**src/rtl/fthr_pkg.sv**
```systemverilog
package fthr_pkg;

    localparam int DEF_ISSUE_W = 8;
    localparam int DEF_HINT_W  = 3;
    localparam int DEF_THR_MAX = 5;

    typedef enum logic [1:0] {
        WHY_IDLE   = 2'd0,
        WHY_CAPPED = 2'd1,
        WHY_ABOVE  = 2'd2,
        WHY_GATE   = 2'd3
    } gate_why_e;

    function automatic int cnt_bits(input int n);
        return $clog2(n + 1);
    endfunction

endpackage

```
**src/rtl/fthr_occupancy.sv**
```systemverilog
module fthr_occupancy #(
    parameter int ISSUE_W = fthr_pkg::DEF_ISSUE_W,
    localparam int CNT_W  = fthr_pkg::cnt_bits(ISSUE_W)
) (
    input  logic             clk,
    input  logic             rst,
    input  logic [CNT_W-1:0] dec_cnt,
    input  logic [CNT_W-1:0] iss_cnt,
    output logic [CNT_W-1:0] surplus
);
    logic [CNT_W-1:0]      dec_q;
    logic [CNT_W-1:0]      iss_q;
    logic signed [CNT_W:0] diff;

    always_ff @(posedge clk) begin
        if (rst) begin
            dec_q <= '0;
            iss_q <= '0;
        end else begin
            dec_q <= dec_cnt;
            iss_q <= iss_cnt;
        end
    end

    always_comb begin
        diff = $signed({1'b0, dec_q}) - $signed({1'b0, iss_q});
        if (diff[CNT_W])
            surplus = '0;
        else
            surplus = diff[CNT_W-1:0];
    end

    AST_NEG_SURPLUS_ZERO: assert property (@(posedge clk) disable iff (rst)
        ($past(iss_cnt) > $past(dec_cnt)) |-> (surplus == '0));

    AST_DEC_RANGE: assert property (@(posedge clk) disable iff (rst)
        (dec_cnt <= CNT_W'(ISSUE_W)) && (iss_cnt <= CNT_W'(ISSUE_W)));
endmodule

```
**src/rtl/fthr_hint_latch.sv**
```systemverilog
module fthr_hint_latch #(
    parameter int HINT_W = fthr_pkg::DEF_HINT_W
) (
    input  logic              clk,
    input  logic              rst,
    input  logic              hint_vld,
    input  logic [HINT_W-1:0] hint_val,
    output logic [HINT_W-1:0] hint_q
);
    always_ff @(posedge clk) begin
        if (rst)
            hint_q <= '1;
        else if (hint_vld)
            hint_q <= hint_val;
    end

    AST_HINT_HOLD: assert property (@(posedge clk) disable iff (rst)
        !hint_vld |=> $stable(hint_q));
endmodule

```
**src/rtl/fthr_compare.sv**
```systemverilog
module fthr_compare
    import fthr_pkg::*;
#(
    parameter int ISSUE_W = DEF_ISSUE_W,
    parameter int HINT_W  = DEF_HINT_W,
    parameter int THR_MAX = DEF_THR_MAX,
    localparam int CNT_W  = cnt_bits(ISSUE_W),
    localparam int CMP_W  = (CNT_W > HINT_W) ? CNT_W : HINT_W
) (
    input  logic [HINT_W-1:0] hint_q,
    input  logic [CNT_W-1:0]  surplus,
    output gate_why_e         why
);
    logic [CMP_W-1:0] thr;
    logic [CMP_W-1:0] hint_x;

    generate
        if (THR_MAX < ISSUE_W) begin : g_capped
            always_comb begin
                if (CMP_W'(surplus) > CMP_W'(THR_MAX))
                    thr = CMP_W'(THR_MAX);
                else
                    thr = CMP_W'(surplus);
            end
        end else begin : g_plain
            always_comb thr = CMP_W'(surplus);
        end
    endgenerate

    always_comb begin
        hint_x = CMP_W'(hint_q);
        if (surplus == '0)
            why = WHY_IDLE;
        else if (hint_x > CMP_W'(THR_MAX))
            why = WHY_CAPPED;
        else if (hint_x > thr)
            why = WHY_ABOVE;
        else
            why = WHY_GATE;
    end
endmodule

```
**src/rtl/fetch_throttle.sv**
```systemverilog
module fetch_throttle
    import fthr_pkg::*;
#(
    parameter int ISSUE_W = DEF_ISSUE_W,
    parameter int HINT_W  = DEF_HINT_W,
    parameter int THR_MAX = DEF_THR_MAX,
    localparam int CNT_W  = cnt_bits(ISSUE_W)
) (
    input  logic              clk,
    input  logic              rst,
    input  logic [CNT_W-1:0]  dec_cnt,
    input  logic [CNT_W-1:0]  iss_cnt,
    input  logic              hint_vld,
    input  logic [HINT_W-1:0] hint_val,
    output logic              stall_req
);
    logic [CNT_W-1:0]  surplus;
    logic [HINT_W-1:0] hint_q;
    gate_why_e         why;

    fthr_occupancy #(.ISSUE_W(ISSUE_W)) u_occ (
        .clk     (clk),
        .rst     (rst),
        .dec_cnt (dec_cnt),
        .iss_cnt (iss_cnt),
        .surplus (surplus)
    );

    fthr_hint_latch #(.HINT_W(HINT_W)) u_hint (
        .clk      (clk),
        .rst      (rst),
        .hint_vld (hint_vld),
        .hint_val (hint_val),
        .hint_q   (hint_q)
    );

    fthr_compare #(.ISSUE_W(ISSUE_W), .HINT_W(HINT_W), .THR_MAX(THR_MAX)) u_cmp (
        .hint_q  (hint_q),
        .surplus (surplus),
        .why     (why)
    );

    assign stall_req = (why == WHY_GATE);

    AST_NO_STALL_ZERO_SURPLUS: assert property (@(posedge clk) disable iff (rst)
        ($past(dec_cnt) <= $past(iss_cnt)) |-> !stall_req);

    AST_CAP_HIGH_HINT: assert property (@(posedge clk) disable iff (rst)
        ($past(hint_vld) && ($past(hint_val) > HINT_W'(THR_MAX))) |-> !stall_req);

    AST_RESET_QUIET: assert property (@(posedge clk)
        $past(rst) |-> !stall_req);
endmodule

```
**config.mk**
```make
export PLATFORM = sky130hd
export DESIGN_NAME = fetch_throttle
export DESIGN_NICKNAME = d
export VERILOG_FILES = /design/src/rtl/fthr_pkg.sv /design/src/rtl/fthr_occupancy.sv /design/src/rtl/fthr_hint_latch.sv /design/src/rtl/fthr_compare.sv /design/src/rtl/fetch_throttle.sv
export SDC_FILE = /design/constraint.sdc
export NUM_CORES = 1
export LEC_CHECK = 0
export CORE_AREA = 2 2 39 41
export CTS_CLUSTER_SIZE = 16
export DETAILED_ROUTE_END_ITERATION = 10
export DIE_AREA = 0 0 41 43
export PLACE_DENSITY = 0.72
export SKIP_CTS_REPAIR_TIMING = 1
export SLEW_MARGIN = 10
export SYNTH_ARGS = -nofsm -noshare
export SYNTH_HDL_FRONTEND = slang
export SYNTH_SLANG_ARGS = --single-unit
```
**constraint.sdc**
```tcl
create_clock -name clk -period 3.21 [get_ports clk]
set_input_delay 0.642 -clock clk [delete_from_list [all_inputs] [get_ports clk]]
set_output_delay 0.642 -clock clk [all_outputs]
set_load 0.03 [all_outputs]
```
# [Word-level counts from Yosys, hierarchy flattened]
# Cells that the tools add are included.
[word_totals] regBits=11 inputBits=14 output_inout_bits=1
[op_classes] n_addsub=1 n_lt_le_gt_ge=3 n_eq_ne=1 mux=5 n_reduce_logical=1
[op_table] cell="4-bit 2-to-1 mux" n=2
[op_table] cell="4-bit by 4-bit subtractor with 5-bit output" n=1
[op_table] cell="3-bit by 4-bit greater-than comparator with 1-bit output" n=1
[op_table] cell="4-bit by 3-bit greater-than comparator with 1-bit output (second input constant)" n=1
[op_table] cell="4-bit logical NOT" n=1
[op_table] cell="2-bit 2-to-1 mux" n=2
[op_table] cell="3-bit greater-than comparator (second input constant)" n=1
[op_table] cell="2-bit == test (second input constant)" n=1
[op_table] cell="1-bit 2-to-1 mux" n=1

# [Depth between registers and ports, before layout]
# Gate-level depths: netlist of run 1.
[logic_depth] ltp_word=9 mapped_depth=12 depth_no_buf=12

# [Cells and area by module]
# From an unflattened synthesis of run 1, not the netlist that was laid out.
[hier_totals] cells_unflattened=69 area_unflattened_um2=620.6
[by_module_without_submodules] module="fthr_occupancy" instances=1 cells_per_inst=43 area_each_um2=400.4 seq_area_each_um2=160.2
[by_module_without_submodules] module="fthr_compare" instances=1 cells_per_inst=16 area_each_um2=108.9 seq_area_each_um2=0.0
[by_module_without_submodules] module="fthr_hint_latch" instances=1 cells_per_inst=9 area_each_um2=105.1 seq_area_each_um2=60.1
[by_module_without_submodules] module="fetch_throttle" instances=1 cells_per_inst=1 area_each_um2=6.3 seq_area_each_um2=0.0

# [Worst setup path after synthesis of run 1]
# No wires, ideal clock.
[synth_timing] path_type="register to output" from="register u_occ.dec_q[0]" to="output port stall_req" arrival_time_ns=2.451 t_required_ns=2.568 setup_slack_ns=0.117 stages_incl_launch_ff=13 path_buffers=0 cell_sequence="dfxtp_1 inv_1 ha_1 inv_1 fa_1 xnor2_1 o21a_1 a21boi_0 ha_1 inv_1 a211oi_1 o211ai_1 a41oi_1"
[synth_between] elab_chain_len=9 word_cells_on_any_way=10 cone_classes="1 x add/sub; 2 x order compare; 1 x eq/ne; 5 x mux; 1 x reduce/logical"
[synth_lines] item="from (decl)" line_no="fthr_occupancy.sv:11" text="logic [CNT_W-1:0] dec_q;"
[synth_lines] item="from (signal assigned)" line_no="fthr_occupancy.sv:20" text="dec_q <= dec_cnt;"
[synth_lines] item="4-bit by 4-bit subtractor with 5-bit output *" line_no="fthr_occupancy.sv:26" text="diff = $signed({1'b0, dec_q}) - $signed({1'b0, iss_q});"
[synth_lines] item="4-bit 2-to-1 mux *" line_no="fthr_occupancy.sv:27" text="if (diff[CNT_W])"
[synth_lines] item="4-bit by 3-bit greater-than comparator with 1-bit output" line_no="fthr_compare.sv:20" text="if (CMP_W'(surplus) > CMP_W'(THR_MAX))"
[synth_lines] item="4-bit 2-to-1 mux" line_no="fthr_compare.sv:20"
[synth_lines] item="3-bit by 4-bit greater-than comparator with 1-bit output" line_no="fthr_compare.sv:36" text="else if (hint_x > thr)"
[synth_lines] item="1-bit 2-to-1 mux" line_no="fthr_compare.sv:36"
[synth_lines] item="2-bit 2-to-1 mux" line_no="fthr_compare.sv:34" text="else if (hint_x > CMP_W'(THR_MAX))"
[synth_lines] item="2-bit 2-to-1 mux *" line_no="fthr_compare.sv:32" text="if (surplus == '0)"
[synth_lines] item="2-bit == test *" line_no="fetch_throttle.sv:43" text="assign stall_req = (why == WHY_GATE);"
[synth_lines] item="to (decl)" line_no="fetch_throttle.sv:15" text="output logic stall_req"
# Mark *: on every way between the ends. The rest lies on a longest branch, timed or not.

# [Final worst setup path of run 1]
# Ends and elaborated chain as after synthesis.

==> flow_summary.toml, run 1 <==
[clock_network]
ctsLongestPathBuffers = 2
cts_root_buffer = "sky130_fd_sc_hd__clkbuf_4"
clock_sinks = 11
clock_tree.htree_level_count = 1
cts_tree = "built"
cts_inserted_buffers = 3
clkLatencyLatePin_ps = 260
clk_pin_slew_worst_paths_ps = 60

[logic_synthesis]
synth-async-reset-ratio = 0
synth.cell_area_sq_um = 572
yosys_warnings = 0
synth-edff-count = 0
most_area_consuming_cells_after_synthesis = "sky130_fd_sc_hd__dfxtp_1, sky130_fd_sc_hd__ha_1, sky130_fd_sc_hd__nor2b_1"
syn-instance-count = 61
synth.yosys.seq_area_share = 0.385
synth_commonest_cells = "sky130_fd_sc_hd__dfxtp_1, sky130_fd_sc_hd__inv_1, sky130_fd_sc_hd__nor2b_1"
synthMostInstantiatedCell = "sky130_fd_sc_hd__dfxtp_1"
post-synth-top-area-cell = "sky130_fd_sc_hd__dfxtp_1"
postSynthAreaPerCell_sq_um = 9.37
synth_cell_types = 21
ys.flop_type = "sky130_fd_sc_hd__dfxtp_1"
postSynthNetCount = 83
synth_top_cell_area_share = 0.385
synth-seq-cells = 11

[pwr]
leakage_nw = 0.339
pwr-share-seq = 0.438
worst_ir_drop_vdd_mv = 0.219
net-switching-power_uw = 89.7
power_density_nw_per_um2 = 421
power.share.switching = 0.266
pwr-share-comb = 0.299
cell_internal_pwr_uw = 247
clkPwrFrac = 0.262

[global_route]
grt_start_max_net_pins = 10
tot_gr_track_use = 0.132
grt_pass1_wl_microns = 1500
grt-ovfl-total = 0
antenna_violations_before_repair = 0
first_global_vias = 376

[setup_path]
arrival_ps = 2560
critPathCaptureType = "primary output"
critPathBufInv = 3
crit_path_cell_trace = "inv_1, ha_2, inv_2, fa_2, xnor2_4, nand4_1, ha_1, a211oi_2, o211ai_1, a41oi_1, buf_4"
timing.critical_path.required_ps = 2570
critical_path.startpoint_type = "flip-flop"
cp_slowest_stage_delay_ps = 430
critical_path.max_fanout = 4
cpLargestDelayFamily = "adder cells"
slowest_stage = "sky130_fd_sc_hd__fa_2"
timing.setup.critical_path_class = "flip-flop to primary output"

[drt]
detail-route-antenna-nets = 0
drt_iter0_drc = 12
routed_wire_length_per_instance_microns = 9.55
post-route-drc-count = 0
firstDrtPassIters = 2
routed-via-count = 446
route.detailed.vias_per_inst = 4.69
detail_route.wirelength_microns = 907

[timing]
timing_worst_slew_pin_value_ps = 299
finalSetupViolCount = 0
setup_slack_ps = 5.42
grt_setup_unrepaired = "yes"
slew_headroom = 0.800
fin_crit_ps = 3200
drv_slew = 0
final_critical_path_share_of_the_clock_period = 0.998
fmax_ghz = 0.312
hold_viol_final = 0
skew_ps = 0

[placement]
routabilityCongestion = 0.660
pre_cts_ws_ps = 168
place.detailed.hpwl_microns = 733
placedCellCount = 91
portBuffers = 14

[final_layout]
diodes = 0
drive_gt1_frac = 0.190
net_count_reported_at_finish = 102
final_core_util = 0.579
flow.area_growth_from_synthesis_pct = 40.0
stdcell_count = 95

[floorplanning]
boundaryPins = 15
design.die.area_sq_um = 1760
fp.dieW_microns = 41
die_h_microns = 43
initial_util = 0.413
total_number_of_placement_rows = 14
placeableCoreArea_sq_um = 1380

[flow_run]
max_cap_violations = 0

[hold_path]
hold_path_class = "flip-flop to flip-flop"

[run_status]
status = "completed"
## final cells by class
type | count | area (sq um)
clock buffer | 4 | 26.3
timing repair buffer | 14 | 138
fill | 126 | 583
multi-input combinational | 41 | 363
tap | 16 | 20.0
inverter | 9 | 33.8
sequential | 11 | 220
## metal layers
metal  part of all wire  wire length [microns]  vias to the layer above  track usage
li1                   -                      -                      242            -
met1               0.47                    430                      196        0.179
met2               0.50                    458                        8        0.172
met3              0.020                     18                        0       0.0314
met4                  0                      0                        0        0.100
met5                  0                      0                        -            0
## stage by stage
stage / total power [mW] / cell area, sq um / setup TNS, ps / hold WS (ps)
detailed placement: 0.234 / 729 / 0 / 507
floorplan: 0.205 / 572 / 0 / 470
CTS: 0.324 / 756 / -117 / 518
finish: 0.337 / 801 / 0 / 513
global placement: 0.231 / 729 / 0 / 502
global route: 0.367 / 801 / -176 / 547
## power by group through the flow
| stage | clock network (mW) | logic, mW | registers, mW |
|---|---|---|---|
| floorplan | 0 | 0.0550 | 0.150 |
| global placement | 0 | 0.0807 | 0.150 |
| detailed placement | 0 | 0.0834 | 0.151 |
| CTS | 0.0930 | 0.0839 | 0.148 |
| global route | 0.104 | 0.114 | 0.148 |
| finish | 0.0884 | 0.101 | 0.148 |
## placed cells by master, fill, tap and decap left out, drive strengths merged
| cell | netlist | final |
|---|---|---|
| inv | 9 | 9 |
| nand4 | 1 | 1 |
| a211oi | 1 | 1 |
| fa | 1 | 1 |
| nand2b | 1 | 1 |
| a21oi | 2 | 2 |
| nand2 | 5 | 5 |
| nor2b | 8 | 8 |
| a41oi | 1 | 1 |
| a21boi | 1 | 1 |
| nor2 | 2 | 2 |
| o21a | 1 | 1 |
| o211ai | 2 | 2 |
| clkdlybuf4s50 | 0 | 13 |
| dfxtp | 11 | 11 |
| buf | 0 | 1 |
| clkbuf | 0 | 4 |
| ha | 7 | 7 |
| a22o | 1 | 1 |
| mux2i | 2 | 2 |
| o21ai | 1 | 1 |
| xnor2 | 2 | 2 |
| nand3 | 2 | 2 |
## flip-flops by register name, summed over array words and instances (netlist names)
name           cells
u_hint.hint_q      3
u_occ.iss_q        4
u_occ.dec_q        4
## worst register-to-register path: stages, from the launching register on
cell	delay [ps]
sky130_fd_sc_hd__dfxtp_1	340
sky130_fd_sc_hd__mux2i_1	130
sky130_fd_sc_hd__nand2_1	60
## cell families (layout without fill, tap and decap cells)
| family | Yosys count | after routing | share of synthesized area |
|---|---|---|---|
| xor gates and xnor gates | 2 | 2 | 0.0306 |
| muxes | 2 | 2 | 0.0350 |
| adders and majority gates | 8 | 8 | 0.188 |
| AOI/OAI and AO/OA | 10 | 10 | 0.129 |
| and+or+nand+nor | 19 | 19 | 0.173 |
| buffers and inverters | 9 | 27 | 0.0591 |
| DFF | 11 | 11 | 0.385 |
## final timing paths
kind         slack (ps)  cells past startpoint                          start                       endpoint
max                   5                     11      u_occ.dec_q[0]$_SDFF_PP0_                      stall_req
min                 510                      2  u_hint.hint_q[0]$_SDFFE_PP1P_  u_hint.hint_q[0]$_SDFFE_PP1P_
max reg2reg        2580                      2  u_hint.hint_q[1]$_SDFFE_PP1P_  u_hint.hint_q[1]$_SDFFE_PP1P_
min reg2reg         510                      2  u_hint.hint_q[0]$_SDFFE_PP1P_  u_hint.hint_q[0]$_SDFFE_PP1P_
(Power assumes the default switching activity.)
==> inputs of run 2 (changes only) <==
SETUP_SLACK_MARGIN = 0.4   (was default)
==> run 2 against run 1 <==
  * Largest power group unchanged
  * Register-to-register slack hardly changed
  * Critical path depth is 2 higher
  * Setup slack lost 29 ps
  * Final cell count up 1.1%
  * Hold slack got worse by 7.6 ps
  * Via count increased by 6.1%
  * Utilization rose by 1.4 points
  * Sequential power hardly changed
  * Sequential share of layout area is 0.63 points lower
  * The flow now finishes with violations (setup timing)
  * Power is 3.2% higher
==> flow_summary.toml, run 2 (same netlist as run 1, synthesis figures left out) <==
[floorplanning]
die_h_microns = 43
boundaryPins = 15
fp.dieW_microns = 41
total_number_of_placement_rows = 14
initial_util = 0.413
placeableCoreArea_sq_um = 1380
design.die.area_sq_um = 1760

[clock_network]
cts_inserted_buffers = 3
ctsLongestPathBuffers = 2
cts_tree = "built"
clkLatencyLatePin_ps = 260
clk_pin_slew_worst_paths_ps = 70
clock_tree.htree_level_count = 1
clock_sinks = 11
cts_root_buffer = "sky130_fd_sc_hd__clkbuf_4"

[global_route]
grt-ovfl-total = 0
first_global_vias = 406
tot_gr_track_use = 0.128
grt_pass1_wl_microns = 1460
antenna_violations_before_repair = 0
grt_start_max_net_pins = 10

[hold_path]
hold_path_class = "flip-flop to flip-flop"

[setup_path]
critical_path.startpoint_type = "flip-flop"
timing.setup.critical_path_class = "flip-flop to primary output"
critical_path.max_fanout = 4
arrival_ps = 2590
critPathCaptureType = "primary output"
timing.critical_path.required_ps = 2570

[final_layout]
reg.largest.list = "u_occ.dec_q (4), u_occ.iss_q (4), u_hint.hint_q (3)"
net_count_reported_at_finish = 103
layout_commonest_cell = "sky130_fd_sc_hd__clkdlybuf4s50_1"
drive_gt1_frac = 0.225
diodes = 0
finalInstanceArea_sq_um = 820
layout.cells.most_common_list = "sky130_fd_sc_hd__clkdlybuf4s50_1, sky130_fd_sc_hd__dfxtp_1, sky130_fd_sc_hd__nor2b_1"
fill_cells = 133
flow.area_growth_from_synthesis_pct = 43.3

[drt]
routed-via-count = 473
firstDrtPassIters = 2
drt_iter0_drc = 6
post-route-drc-count = 0
routed_wire_length_per_instance_microns = 9.78
detail-route-antenna-nets = 0
detail_route.wirelength_microns = 939
route.detailed.vias_per_inst = 4.93

[pwr]
leakage_nw = 0.346
power_density_nw_per_um2 = 424
design_power_total_uw = 348
worst_ir_drop_vdd_mv = 0.276

[timing]
hold_viol_final = 0
drv_slew = 0
final_critical_path_share_of_the_clock_period = 1.01
grt_setup_unrepaired = "yes"
setup_slack_ps = -23.9
skew_ps = 0
fin_crit_ps = 3230
finalHoldWorstSlack_ps = 505
slew_headroom = 0.814
finalSetupViolCount = 1
fmax_ghz = 0.309
timing_worst_slew_pin_value_ps = 277

[flow_run]
max_cap_violations = 0

[placement]
pre_cts_ws_ps = 238
place.detailed.hpwl_microns = 768
routabilityCongestion = 0.651
portBuffers = 14
placed_cell_area_sq_um = 764

[run_status]
violations = "setup timing"
status = "complete, but fails checks"
[run 2: changes by cell type in the layout (fill, tap and decap cells not counted), sizes merged]
cell,delta
buf,+1
[run 2: worst max-delay path: stages, from the launching register on]
cell and delay (ps):
sky130_fd_sc_hd__dfxtp_1 300, sky130_fd_sc_hd__inv_1 50, sky130_fd_sc_hd__ha_2 170, sky130_fd_sc_hd__inv_2 40, sky130_fd_sc_hd__fa_2 380, sky130_fd_sc_hd__xnor2_4 160, sky130_fd_sc_hd__o21a_1 200, sky130_fd_sc_hd__a21boi_2 140
sky130_fd_sc_hd__ha_2 290, sky130_fd_sc_hd__nand3_1 60, sky130_fd_sc_hd__o21ai_0 100, sky130_fd_sc_hd__o211ai_1 220, sky130_fd_sc_hd__a41oi_2 60, sky130_fd_sc_hd__buf_6 160
[run 2: routing by layer]
metal  vias up  global-route usage  routed length (microns)
met2         9               0.197                      498
met5         -                   0                        0
met3         2              0.0471                       36
met4         0               0.100                       17
li1        242                   -                        -
met1       220               0.132                      387
[run 2: stage by stage]
step	instances	utilization	setup TNS, ps
after global routing	96	0.592	-135
final	96	0.592	-23.9
after global placement	91	0.552	0
after CTS	95	0.571	-47.4
after detailed placement	91	0.552	0
after floorplan	61	-	0
[run 2: area by class of cell]
cell class / instances / area (sq um) / share of cell area
Tap cell: 16 / 20.0 / 0.0244
Timing Repair Buffer: 15 / 149 / 0.182
Clock buffer: 4 / 26.3 / 0.0321
Sequential cell: 11 / 220 / 0.269
Multi-Input combinational cell: 41 / 370 / 0.452
Inverter: 9 / 33.8 / 0.0412
[run 2: final timing paths]
kind | startpoint | end | slack, ps | depth (start not counted)
worst max register to register | u_hint.hint_q[1]$_SDFFE_PP1P_ | u_hint.hint_q[1]$_SDFFE_PP1P_ | 2590 | 2
worst min-delay path | u_hint.hint_q[0]$_SDFFE_PP1P_ | u_hint.hint_q[0]$_SDFFE_PP1P_ | 510 | 2
worst max-delay path | u_occ.dec_q[0]$_SDFF_PP0_ | stall_req | -20 | 13
worst min register to register | u_hint.hint_q[0]$_SDFFE_PP1P_ | u_hint.hint_q[0]$_SDFFE_PP1P_ | 510 | 2
[run 2: where the power goes]
group          internal, mW  switching, mW
Clock                0.0479         0.0403
Sequential            0.144        0.00312
Combinational        0.0604         0.0516
Total                 0.252         0.0951
